**src/rtl/stepcfg_pkg.sv**
```systemverilog
package stepcfg_pkg;
  localparam int FRAME_LEN = 19;
  localparam int DATA_W    = FRAME_LEN - 1;
  localparam int CODE_W    = 6;
  localparam int NBANK     = 2;
  localparam int SEL_W     = (NBANK > 1) ? $clog2(NBANK) : 1;
  localparam int CNT_MAX   = FRAME_LEN + 1;
  localparam int CNT_W     = $clog2(CNT_MAX + 1);

  // word 0, packed so bit k of the struct is frame bit D(k+1)
  typedef struct packed {
    logic              range_div4;
    logic              ref_ext;
    logic              br2_slow;
    logic              br1_slow;
    logic              br2_phase;
    logic              br1_phase;
    logic [CODE_W-1:0] br2_code;
    logic [CODE_W-1:0] br1_code;
  } drive_word_t;

  // word 1, same packing rule
  typedef struct packed {
    logic       run;
    logic [1:0] test_bits;
    logic [1:0] rect_mode;
    logic [1:0] osc_sel;
    logic [3:0] fast_time;
    logic [4:0] off_time;
    logic [1:0] blank_sel;
  } timing_word_t;
endpackage

```
**src/rtl/stepcfg_sync.sv**
```systemverilog
module stepcfg_sync #(
  parameter int N = 3,
  parameter int STAGES = 2,
  parameter logic [N-1:0] RST_VAL = '0
) (
  input  logic         clk,
  input  logic         clr_n,
  input  logic [N-1:0] d,
  output logic [N-1:0] q
);
  for (genvar i = 0; i < N; i++) begin : g_bit
    logic [STAGES-1:0] pipe;
    always_ff @(posedge clk or negedge clr_n) begin
      if (!clr_n) pipe <= {STAGES{RST_VAL[i]}};
      else        pipe <= {pipe[STAGES-2:0], d[i]};
    end
    assign q[i] = pipe[STAGES-1];
  end
endmodule

```
**src/rtl/stepcfg_shifter.sv**
```systemverilog
module stepcfg_shifter
  import stepcfg_pkg::*;
(
  input  logic              clk,
  input  logic              clr_n,
  input  logic              sclk_s,
  input  logic              sdata_s,
  input  logic              stb_s,
  output logic              commit,
  output logic [SEL_W-1:0]  commit_sel,
  output logic [DATA_W-1:0] commit_data,
  output logic [CNT_W-1:0]  bit_cnt
);
  logic                 sclk_d, stb_d;
  logic                 sclk_rise, stb_rise, stb_fall;
  logic [FRAME_LEN-1:0] sh;

  always_ff @(posedge clk or negedge clr_n) begin
    if (!clr_n) begin
      sclk_d <= 1'b0;
      stb_d  <= 1'b1;
    end else begin
      sclk_d <= sclk_s;
      stb_d  <= stb_s;
    end
  end

  assign sclk_rise = sclk_s & ~sclk_d;
  assign stb_rise  = stb_s & ~stb_d;
  assign stb_fall  = ~stb_s & stb_d;

  always_ff @(posedge clk or negedge clr_n) begin
    if (!clr_n) begin
      sh      <= '0;
      bit_cnt <= '0;
    end else if (stb_fall) begin
      sh      <= '0;
      bit_cnt <= '0;
    end else if (sclk_rise && !stb_s) begin
      sh <= {sh[FRAME_LEN-2:0], sdata_s};
      if (bit_cnt != CNT_W'(CNT_MAX)) bit_cnt <= bit_cnt + 1'b1;
    end
  end

  assign commit      = stb_rise && (bit_cnt == CNT_W'(FRAME_LEN));
  assign commit_sel  = SEL_W'(sh[0]);
  assign commit_data = sh[FRAME_LEN-1:1];
endmodule

```
**src/rtl/stepcfg_bank.sv**
```systemverilog
module stepcfg_bank
  import stepcfg_pkg::*;
(
  input  logic                         clk,
  input  logic                         clr_n,
  input  logic                         commit,
  input  logic [SEL_W-1:0]             sel,
  input  logic [DATA_W-1:0]            data,
  output logic [NBANK-1:0][DATA_W-1:0] bank_q
);
  for (genvar b = 0; b < NBANK; b++) begin : g_bank
    always_ff @(posedge clk or negedge clr_n) begin
      if (!clr_n)                              bank_q[b] <= '0;
      else if (commit && sel == SEL_W'(b))     bank_q[b] <= data;
    end
  end
endmodule

```
**src/rtl/stepcfg_port.sv**
```systemverilog
module stepcfg_port
  import stepcfg_pkg::*;
#(
  parameter int SYNC_STAGES = 2
) (
  input  logic              clk,
  input  logic              rst_n,
  input  logic              sleep_n,
  input  logic              uvlo,
  input  logic              ser_clk,
  input  logic              ser_data,
  input  logic              ser_strobe,
  output logic [CODE_W-1:0] br1_code,
  output logic [CODE_W-1:0] br2_code,
  output logic              br1_phase,
  output logic              br2_phase,
  output logic              br1_slow,
  output logic              br2_slow,
  output logic              ref_ext,
  output logic              range_div4,
  output logic              br1_off,
  output logic              br2_off,
  output logic [1:0]        blank_sel,
  output logic [4:0]        off_time,
  output logic [3:0]        fast_time,
  output logic [1:0]        osc_sel,
  output logic [1:0]        rect_mode,
  output logic [1:0]        test_bits,
  output logic              idle
);
  logic                         clr_n;
  logic [2:0]                   pins_s;
  logic                         commit;
  logic [SEL_W-1:0]             commit_sel;
  logic [DATA_W-1:0]            commit_data;
  logic [CNT_W-1:0]             bit_cnt;
  logic [NBANK-1:0][DATA_W-1:0] bank_q;
  logic [DATA_W-1:0]            w0_bits, w1_bits;
  drive_word_t                  w0;
  timing_word_t                 w1;

  // sleep and undervoltage act as asynchronous clears alongside reset
  assign clr_n = rst_n & sleep_n & ~uvlo;

  stepcfg_sync #(.N(3), .STAGES(SYNC_STAGES), .RST_VAL(3'b100)) u_sync (
    .clk   (clk),
    .clr_n (clr_n),
    .d     ({ser_strobe, ser_data, ser_clk}),
    .q     (pins_s)
  );

  stepcfg_shifter u_shift (
    .clk         (clk),
    .clr_n       (clr_n),
    .sclk_s      (pins_s[0]),
    .sdata_s     (pins_s[1]),
    .stb_s       (pins_s[2]),
    .commit      (commit),
    .commit_sel  (commit_sel),
    .commit_data (commit_data),
    .bit_cnt     (bit_cnt)
  );

  stepcfg_bank u_bank (
    .clk    (clk),
    .clr_n  (clr_n),
    .commit (commit),
    .sel    (commit_sel),
    .data   (commit_data),
    .bank_q (bank_q)
  );

  assign w0_bits = bank_q[0];
  assign w1_bits = bank_q[1];
  assign w0      = drive_word_t'(w0_bits);
  assign w1      = timing_word_t'(w1_bits);

  assign br1_code   = w0.br1_code;
  assign br2_code   = w0.br2_code;
  assign br1_phase  = w0.br1_phase;
  assign br2_phase  = w0.br2_phase;
  assign br1_slow   = w0.br1_slow;
  assign br2_slow   = w0.br2_slow;
  assign ref_ext    = w0.ref_ext;
  assign range_div4 = w0.range_div4;
  assign br1_off    = (w0.br1_code == '0);
  assign br2_off    = (w0.br2_code == '0);

  assign blank_sel  = w1.blank_sel;
  assign off_time   = w1.off_time;
  assign fast_time  = w1.fast_time;
  assign osc_sel    = w1.osc_sel;
  assign rect_mode  = w1.rect_mode;
  assign test_bits  = w1.test_bits;
  assign idle       = ~w1.run;
endmodule

```
**config.mk**
```make
export PLATFORM = sky130hd
export DESIGN_NAME = stepcfg_port
export DESIGN_NICKNAME = d
export VERILOG_FILES = /design/src/rtl/stepcfg_pkg.sv /design/src/rtl/stepcfg_sync.sv /design/src/rtl/stepcfg_shifter.sv /design/src/rtl/stepcfg_bank.sv /design/src/rtl/stepcfg_port.sv
export SDC_FILE = /design/constraint.sdc
export NUM_CORES = 1
export LEC_CHECK = 0
export BUFFER_PORTS_ARGS = -buffer_cell sky130_fd_sc_hd__buf_2
export CELL_PAD_IN_SITES_DETAIL_PLACEMENT = 0
export CELL_PAD_IN_SITES_GLOBAL_PLACEMENT = 2
export CORE_MARGIN = 2
export CORE_UTILIZATION = 37
export DETAILED_ROUTE_END_ITERATION = 7
export PLACE_DENSITY_LB_ADDON = 0.1
export SETUP_SLACK_MARGIN = 0.05
export SLEW_MARGIN = 20
export SYNTH_ARGS = -nofsm -noshare
export SYNTH_HDL_FRONTEND = slang
export SYNTH_HIERARCHICAL = 1
export SYNTH_SLANG_ARGS = --single-unit
```
**constraint.sdc**
```tcl
create_clock -name clk -period 8.24 [get_ports clk]
set_input_delay 2.472 -clock clk [delete_from_list [all_inputs] [get_ports clk]]
set_output_delay 2.472 -clock clk [all_outputs]
set_load 0.01 [all_outputs]
```
==> impl_metrics.csv <==
group,metric,value,unit
cts,clock_latency,340,ps
cts,cts-root-buf,"clkbuf_8",
logic_synthesis,synthAdderAreaFrac,0.00923,
logic_synthesis,yosysTopAreaCellShare,0.600,
global_route,antenna_found_initial,0,
routing,post_drt_via_cell_ratio,4.72,
logic_synthesis,ys_ff_latch,68,
cts,clk_pin_slew,80,ps
cts,cts_hold_buf,0,
placement,port_buffers,44,
logic_synthesis,synth_fp_nets,221,
sta,drv_slew,0,
worst_setup_path,startpoint_type,"register",
power_and_ir_drop,vdd_drop_max,102,uV
logic_synthesis,synth_top_family_by_area,"multiplexers",
logic_synthesis,yosysTopAreaCell,"dfrtp_1",
cts,clock_sinks,68,
routing,final_antenna_net_count,0,
cells_and_area,layout-drive-gt1-share,0.414,
floorplanning,core-area,7180,um2
run_status,outcome,"finished clean",
placement,dp_hpwl,3140,um
cts,h-tree-depth,3,
sta,fmax,250,MHz
cells_and_area,layout_common_cells,"dfrtp_1 (65), buf_2 (44), nand2_1 (41), mux2_2 (26), a21oi_1 (22)",
logic_synthesis,yosysWarningCount,6,
logic_synthesis,synth.distinct_cells,29,
sta,hold_viol_final,0,
cells_and_area,finish.net_count,267,
worst_setup_path,ff2ff_path_depth,6,
sta,rsz0062_at_grt,"no",
sta,setup_viol,0,
floorplanning,ioPinCount,45,
worst_setup_path,critPathArrivalTime,1520,ps
logic_synthesis,synthCells,212,
routing,num_vias,1709,
logic_synthesis,synthesis.area,2710,um2
logic_synthesis,netlist_top_cells_area,"dfrtp_1 (60%), mux2_2 (11%), nand2_1 (5.7%), mux2_4 (5.5%), a21oi_1 (4.1%)",
logic_synthesis,yosysSeqAreaShare,0.629,
logic_synthesis,synth-compound-area-share,0.0494,
worst_hold_path,hp-start,"u_sync/g_bit[0].pipe[0]$_DFF_PN0_",
logic_synthesis,yosys.area_share.simple,0.112,
worst_setup_path,end_kind,"output port",
routing,drc,0,
worst_setup_path,crit_start,"u_bank/bank_q[3]$_DFFE_PN0P_",
logic_synthesis,syn_area_per_cell,12.8,um2
sta,layout_min_cycle_time,4000,ps
power_and_ir_drop,power,704,uW
worst_setup_path,cp.required,5770,ps
worst_setup_path,r2r-start,"u_shift/bit_cnt[0]$_DFFE_PN0P_",
sta,slew_headroom,0.393,
cts,clockBufferDepth,2,
run,cap_violations,0,
cts,cts_setup_buffers,0,
worst_hold_path,hold_path_class,"register to register",
worst_setup_path,crit_fanout,3,
worst_setup_path,r2r_setup_slack,5920,ps
worst_hold_path,worstHoldEndpoint,"u_sync/g_bit[0].pipe[1]$_DFF_PN0_",
global_route,grt_use_total,0.141,
worst_setup_path,path_class,"register to output port",
cells_and_area,area_growth,20.8,%
logic_synthesis,synthMuxAreaShare,0.167,
sta,tightest_slew,910,ps
cts,cts_resized,0,
cells_and_area,antenna_cells,0,
global_route,grt-ovfl-total,0,
global_route,grt_pass1_vias,1629,
worst_setup_path,r2r-end,"u_bank/bank_q[14]$_DFFE_PN0P_",
floorplanning,fp.dieH,89.6,um
routing,drt-pass1-iter-count,4,
cts,cts_tree,"yes",
cts,cts_buffers,9,
worst_hold_path,min_path_cells,0,
routing,drt-total-wl,5130,um
floorplanning,dieArea,8030,um2
routing,drt-wirelength-per-cell,14.2,um
routing,drt_iter0_drc,61,
placement,gp_congestion,0.755,
global_route,grt_pass1_wl,8180,um
sta,fin_crit_sh,0.485,
power_and_ir_drop,leakage,0.00164,uW
floorplanning,initial_utilization,0.378,
power_and_ir_drop,powerDensity,215,nW/um2
logic_synthesis,synthXorXnorAreaFrac,0,
floorplanning,fp-row-count,31,
sta,tns,0,ps
global_route,grt_max_degree,69,
sta,skew,7.61,ps
floorplanning,die_width,89.6,um
cells_and_area,final_common_cell,"dfrtp_1",
==> per-layer routing <==
metal | part of all wire | wire, um | GRT usage
met1 | 0.49 | 2510 | 0.194
met2 | 0.45 | 2330 | 0.203
met3 | 0.033 | 169 | 0.0274
met4 | 0.024 | 125 | 0.0896
met5 | 0 | 0 | 0
==> worst max path at each step <==
stage	endpoint	slack [ps]
final	br1_off	4240
after global routing	br1_off	4160
after CTS	br2_off	4220
after detailed placement	br2_off	4600
after global placement	br2_off	4610
after floorplan	u_bank/bank_q[0]$_DFFE_PN0P_	1770
==> cell families after synthesis <==
family,count (synthesis)
DFF,68
and+or+nand+nor,63
muxes,37
AOI/OAI and AO/OA,26
buffers and inverters,16
adders and majority gates,2
==> cell type report <==
cell class	count	area, um2
sequential	68	1710
multi-input combinational	128	930
clock buffer	11	151
clock inverter	5	106
inverter	3	11.3
timing repair buffer	48	250
fill	685	3900
tap	99	124
==> worst max-delay path: stages, from the launching register on <==
cell and delay [ps]:
dfrtp_1 390, or4_1 550, nor3_2 110, buf_2 140
==> metrics by stage <==
stage          setup slack, ps  utilization  hold WS [ps]  std cells  cell area, um2
2_1_floorplan             1770            -           331        212            2710
4_1_cts                   4220        0.457           357        362            3280
6_report                  4240        0.457           353        362            3280
3_5_place_dp              4600        0.421           336        346            3020
3_3_place_gp              4610        0.421           333        346            3020
5_1_grt                   4160        0.457           362        362            3280
==> cells in the mapped netlist (all sizes together) <==
library cell,n
dfrtp,65
nand2,42
mux2,36
a21oi,22
buf,7
clkbuf,6
dfstp,3
inv,3
nand3,3
o21ai,3
or4,3
ha,2
nand2b,2
nor2,2
nor2b,2
nor3,2
or3,2
a311oi,1
and4b,1
mux2i,1
nand3b,1
nor3b,1
nor4,1
or3b,1
==> registers in the layout (all words and copies together), names as in the netlist <==
register and cells:
u_shift/sclk_d 1, u_shift/stb_d 1, u_bank/bank_q 36, u_shift/bit_cnt 5
u_sync/g_bit.pipe 6, u_shift/sh 19
==> where the power goes <==
| group | internal [uW] | total (uW) | switching, uW |
|---|---|---|---|
| combinational | 4.47 | 16.5 | 12.0 |
| sequential | 338 | 341 | 2.91 |
| clock | 219 | 347 | 128 |
| total | 561 | 704 | 143 |
(Power assumes the default switching activity.)
